File: src/rtl/atm_fm_inserter.sv
module atm_fm_inserter #(
  parameter int PAY_BYTES   = 48,
  parameter int BLOCK_CELLS = 512,
  parameter int CNT_W       = 16,
  parameter int TS_W        = 32
) (
  input  logic                   clk,
  input  logic                   rst_n,
  input  logic                   in_valid,
  output logic                   in_ready,
  input  logic [PAY_BYTES*8-1:0] in_data,
  output logic                   out_valid,
  input  logic                   out_ready,
  output logic [PAY_BYTES*8-1:0] out_data,
  output logic                   out_mon
);
  localparam int PAY_W  = PAY_BYTES * 8;
  localparam int PW     = 16;
  localparam int NWORDS = PAY_W / PW;
  localparam int BLK_W  = $clog2(BLOCK_CELLS);

  logic [BLK_W-1:0] blk_q;
  logic             pend_q;
  logic [CNT_W-1:0] tuc_q;
  logic [TS_W-1:0]  ts_q;
  logic [PW-1:0]    par_q, cell_par;
  logic [PAY_W-1:0] mon_cell, data_q;
  logic             valid_q, mon_q;

  wire slot_free = !valid_q || out_ready;
  wire take      = in_valid && in_ready;
  wire blk_last  = blk_q == BLK_W'(BLOCK_CELLS - 1);
  wire emit_mon  = pend_q && slot_free;

  assign in_ready  = slot_free && !pend_q;
  assign out_valid = valid_q;
  assign out_data  = data_q;
  assign out_mon   = mon_q;

  always_comb begin
    cell_par = '0;
    for (int w = 0; w < NWORDS; w++) cell_par = cell_par ^ in_data[w*PW +: PW];
  end

  always_comb begin
    mon_cell = '0;
    mon_cell[CNT_W-1:0]          = tuc_q;
    mon_cell[CNT_W +: TS_W]      = ts_q;
    mon_cell[CNT_W+TS_W +: PW]   = par_q;
  end

  always_ff @(posedge clk or negedge rst_n) begin
    if (!rst_n) begin
      ts_q   <= '0;
      tuc_q  <= '0;
      par_q  <= '0;
      blk_q  <= '0;
      pend_q <= 1'b0;
    end else begin
      ts_q <= ts_q + 1'b1;
      if (take) begin
        tuc_q <= tuc_q + 1'b1;
        par_q <= par_q ^ cell_par;
        blk_q <= blk_last ? '0 : blk_q + 1'b1;
        if (blk_last) pend_q <= 1'b1;
      end
      if (emit_mon) begin
        pend_q <= 1'b0;
        par_q  <= '0;
      end
    end
  end

  always_ff @(posedge clk or negedge rst_n) begin
    if (!rst_n) begin
      valid_q <= 1'b0;
      mon_q   <= 1'b0;
      data_q  <= '0;
    end else if (emit_mon) begin
      valid_q <= 1'b1;
      mon_q   <= 1'b1;
      data_q  <= mon_cell;
    end else if (slot_free) begin
      valid_q <= take;
      mon_q   <= 1'b0;
      if (take) data_q <= in_data;
    end
  end
endmodule


File: config.mk
export PLATFORM = sky130hd
export DESIGN_NAME = atm_fm_inserter
export DESIGN_NICKNAME = d
export VERILOG_FILES = /design/src/rtl/atm_fm_inserter.sv
export SDC_FILE = /design/constraint.sdc
export NUM_CORES = 1
export LEC_CHECK = 0
export BUFFER_PORTS_ARGS = -buffer_cell sky130_fd_sc_hd__buf_2
export CAP_MARGIN = 20
export CORE_AREA = 5 5 297 299
export DETAILED_ROUTE_END_ITERATION = 8
export DIE_AREA = 0 0 302 304
export HOLD_SLACK_MARGIN = 0.12
export PLACE_DENSITY = 0.55
export SLEW_MARGIN = 10
export SYNTH_ARGS = -nofsm -noshare
export SYNTH_HDL_FRONTEND = slang
export SYNTH_SLANG_ARGS = --single-unit
export TNS_END_PERCENT = 100
File: constraint.sdc
create_clock -name clk -period 3.2 [get_ports clk]
set_input_delay 0.96 -clock clk [delete_from_list [all_inputs] [get_ports clk]]
set_output_delay 0.96 -clock clk [all_outputs]
set_load 0.05 [all_outputs]
Word-level counts from Yosys, hierarchy flattened
Cells that the tools add are included.
{"block": "totals", "reg_bits": 460, "latchBits": 0, "ram_bits": 0, "mem_bits_ro": 0, "in_bits": 388, "output_inout_bits": 387, "word_cells": 60, "n_memories": 0}
{"block": "op_classes", "addsub": 3, "n_mul": 0, "div_mod_pow": 0, "order_cmp": 0, "n_eq_ne": 1, "shifts": 0, "muxes": 13, "bitwise_logic": 24, "n_reduce_logical": 11}
{"cell": "$mux W384", "n": 3}
{"cell": "$xor A16 B16 Y16", "n": 24}
{"cell": "$add A32 B1 Y32 const B", "n": 1}
{"cell": "$mux W16", "n": 2}
{"cell": "$add A16 B1 Y16 const B", "n": 1}
{"cell": "$add A9 B1 Y9 const B", "n": 1}
{"cell": "$eq A9 B9 Y1 const B", "n": 1}
{"cell": "$mux W9", "n": 1}
{"cell": "$mux W1", "n": 7}
{"cell": "$reduce_bool A2 Y1", "n": 3}
{"cell": "$reduce_and A2 Y1", "n": 2}
{"cell": "$logic_and A1 B1 Y1", "n": 3}
{"cell": "$logic_not A1 Y1", "n": 2}
{"cell": "$logic_or A1 B1 Y1", "n": 1}

Logic depth before layout (Yosys ltp)
{"block": "logic_depth", "depth_word": 26, "depth_mapped": 8, "mapped_depth_nobuf": 7}

Least setup slack after synthesis
No wires, ideal clock.
{"block": "synth_timing", "path_type": "input -> register", "from": "input port out_ready", "to": "register data_q[103], in the netlist out_data[103]", "setup_ps": 67, "arrival_time_ps": 2626, "t_required_ps": 3133, "setup_slack_ps": 506, "path_stages": 8, "path_buffers": 3, "cell_sequence": "nor2b_1 -> nor2_1 -> and2_1 -> buf_2 -> buf_2 -> clkbuf_1 -> nand2_1 -> nand2_1"}
{"block": "synth_between", "elab_chain_len": 5, "word_cells_on_any_way": 8, "classes_between": "mux: 1; reduce/logical: 7"}
{"item": "start, declared", "line": "13", "source": "input logic out_ready,"}
{"item": "$logic_or A1 B1 Y1", "line": "30", "source": "wire slot_free = !valid_q || out_ready;"}
{"item": "$logic_and A1 B1 Y1", "line": "35", "source": "assign in_ready = slot_free && !pend_q;"}
{"item": "named net in_ready", "line": "10", "source": "output logic in_ready,"}
{"item": "$logic_and A1 B1 Y1", "line": "31", "source": "wire take = in_valid && in_ready;"}
{"item": "$reduce_bool A2 Y1 (no source line)"}
{"item": "$reduce_and A2 Y1 (no source line)"}
{"item": "end signal, assigned", "line": "82", "source": "data_q <= mon_cell;"}
{"item": "end signal, assigned", "line": "86", "source": "if (take) data_q <= in_data;"}
{"item": "end, declared", "line": "27", "source": "logic [PAY_W-1:0] mon_cell, data_q;"}
The timed path passes the listed nets, and every way through them passes these cells.
A chain may end at the register's enable or synchronous reset.

Worst setup path in the final report
{"block": "layout_timing", "from": "input port out_ready", "to": "output port in_ready"}
{"block": "layout_between", "elab_chain_len": 2}
{"item": "$logic_or A1 B1 Y1", "line": "30"}
{"item": "$logic_and A1 B1 Y1", "line": "35"}
{"item": "end, declared", "line": "10"}
Every way passes these cells.

==> flow_summary.yaml <==
pwr:
  peakVddDrop_mv: 0.331
  power_uw: 20600
  p_leak_uw: 0.0153
  cellPowerDensity_nw_per_um2: 695
routing:
  vias: 19800
  drc_errors: 0
  postRouteAntennaNets: 0
  firstDrtPassIters: 6
  avgViaCountPerCell: 4.55
  first_iter_violations: 1449
  wire_per_inst_um: 22.5
  wl_um: 98100
cells_and_area:
  final_cell_mix: "nand2_1, buf_2, dfrtp_1"
  multi_input_area_sq_um: 9910
  drive_gt1_frac: 0.305
  instances_no_fill: 4356
  area_growth_pct: 34.5
  final_common_cell: "nand2_1"
  area.sequential_sq_um: 11500
  nets: 3549
  nFillCells: 8964
placement:
  place_inst: 4243
  hpwl_um: 76200
  place.gp.congestion: 0.919
  post-place-ws_ps: -7.56
  port_buffers: 774
worst_setup_path:
  r2r_slack_ps: 1070
  worstPathCellList: "buf_2 -> nor2b_1 -> nor2_1 -> buf_2"
  crit_slowest_cell: "nor2b_1"
  path_max_fanout: 4
  cp_common_cell: "buf_2"
  endpoint_kind: "output pin"
  cp-start-kind: "input pin"
  cp.arrival_ps: 1720
  r2r_cells: 7
  max_stage_delay_ps: 310
  crit_type: "input pin to output pin"
  crit_required_ps: 2240
global_route:
  first_global_vias: 20068
  antenna_found_initial: 13
  grt_usage: 0.205
  gr-total-overflow: 0
  grt_first_pass_wirelength_um: 140000
  grt_max_degree: 114
clock_network:
  numCtsBuffers: 56
  clk_path_buf_depth: 3
  cts-htree-levels: 2
  cts_tree: "yes"
  hold_buffers: 0
  ctsResizeCount: 0
  clk_latency_ps: 600
  clock_sinks: 460
  clk_pin_slew_worst_paths_ps: 60
  postCtsSetupBuffers: 0
  clock-root-buffer: "clkbuf_16"
yosys:
  synth-seq-cells: 460
  yosysWarnings: 0
  seq_area_frac_synth: 0.523
  ys_types: 34
  synth_top_area_cell: "dfrtp_1"
  synthesis.nets: 2772
  synth_area_leaders: "dfrtp_1, nand2_1, xnor2_1, nand3_1, xor2_1"
  syn_avg_cell_area_sq_um: 9.25
  syn_area_sq_um: 22000
  syn_inst: 2380
  yosysTopAreaCellShare: 0.523
sta:
  finalHoldViolations: 0
  finalSetupTns_ps: 0
  post-route-period-util: 0.838
  maxSlewViolCount: 0
  max_freq_mhz: 373
  tightest_slew_ps: 884
  setup_ws_ps: 517
  clock_skew_ps: 17.0
  timing.hold.ws_ps: 270
  rsz0062_at_grt: "false"
  max_slew_margin: 0.406
  finalWorstPathRequiredPeriod_ps: 2680
  setup_violations: 0
floorplanning:
  fp.dieW_um: 302
  row_count: 107
  coreArea_sq_um: 84900
  die_h_um: 304
  start_util: 0.259
  die_area_sq_um: 91800
  pin_count: 775
min_path:
  hp-class: "input pin to async pin"
flow_run:
  maxCapViolCount: 0
run_status:
  outcome: "complete, no violations"
power by group:
| part | total, uW | internal [uW] | leakage, uW | switching, uW |
|---|---|---|---|---|
| Combinational | 6950 | 2180 | 0.00866 | 4770 |
| Clock | 6430 | 3790 | 0.000898 | 2650 |
| Sequential | 7180 | 6630 | 0.00570 | 551 |
| Total | 20600 | 12600 | 0.0153 | 7970 |
kinds of logic (layout without fill, tap and decap cells):
| kind of cell | Yosys count | after routing | share of synthesized area |
|---|---|---|---|
| and+or+nand+nor | 1259 | 1259 | 0.241 |
| DFF | 460 | 460 | 0.523 |
| xor gates and xnor gates | 397 | 397 | 0.173 |
| buffers and inverters | 146 | 967 | 0.0272 |
| AOI/OAI and AO/OA | 114 | 114 | 0.0334 |
| adders and majority gates | 4 | 4 | 0.00227 |
| other | 0 | 11 | 0 |
area by class of cell:
type | count | share of cell area
Sequential cell | 460 | 0.389
Multi-Input combinational cell | 1774 | 0.335
Timing Repair Buffer | 863 | 0.164
Clock buffer | 89 | 0.0574
Tap cell | 1144 | 0.0484
Clock inverter | 13 | 0.00495
Antenna cell | 11 | 0.000930
Inverter | 2 | 0.000254
sequential cells by signal (all words and copies together), names as in the netlist:
register   count
out_valid      1
pend_q         1
blk_q          9
out_mon        1
out_data     384
tuc_q         16
par_q         16
ts_q          32
worst paths after layout:
| kind | from | end |
|---|---|---|
| worst max-delay path | out_ready | in_ready |
| worst min-delay path | rst_n | out_data[339]$_DFFE_PN0P_ |
| worst max register to register | blk_q[0]$_DFFE_PN0P_ | blk_q[6]$_DFFE_PN0P_ |
| worst min register to register | out_mon$_DFFE_PN0P_ | out_mon$_DFFE_PN0P_ |
| max in group asynchronous | rst_n | out_data[162]$_DFFE_PN0P_ |
| min in group clk | out_mon$_DFFE_PN0P_ | out_mon$_DFFE_PN0P_ |
through the flow:
step,area [sq um],utilization
after floorplan,22000,-
after global placement,27700,0.327
after detailed placement,27700,0.327
after CTS,29600,0.348
after global routing,29600,0.349
final,29600,0.349
per-layer routing:
| metal | vias to the layer above | global-route usage | share of wire |
|---|---|---|---|
| met2 | 741 | 0.348 | 0.49 |
| met5 | - | 0 | 0.00057 |
| met4 | 8 | 0.0580 | 0.030 |
| met3 | 138 | 0.0389 | 0.063 |
| met1 | 9603 | 0.267 | 0.42 |
| li1 | 9310 | - | - |
cell usage after synthesis:
master,number
nand4_1,9
and3_1,8
xnor3_1,16
buf_2,34
buf_6,1
nor2b_1,1
o31ai_1,16
nor3_2,1
or2_2,1
nand2b_1,1
xor2_1,60
nor3_1,3
nor3_4,2
nor2_1,80
a31oi_1,67
nand4_2,2
xnor2_1,305
ha_1,4
and4_1,2
o211ai_1,16
inv_1,2
nand3b_1,1
dfrtp_1,460
nor2_2,1
clkbuf_1,107
o21ai_0,15
xnor2_2,16
nand2_1,802
nand3_1,339
or3_4,2
nand2b_2,1
or3_1,2
buf_1,2
and2_1,1
critical path: cells and delay by family:
kind,cells,cell delay (ps)
buffers and inverters,2,340
AND/OR/NAND/NOR,2,410
No activity file was read; power rests on OpenSTA's default activity.
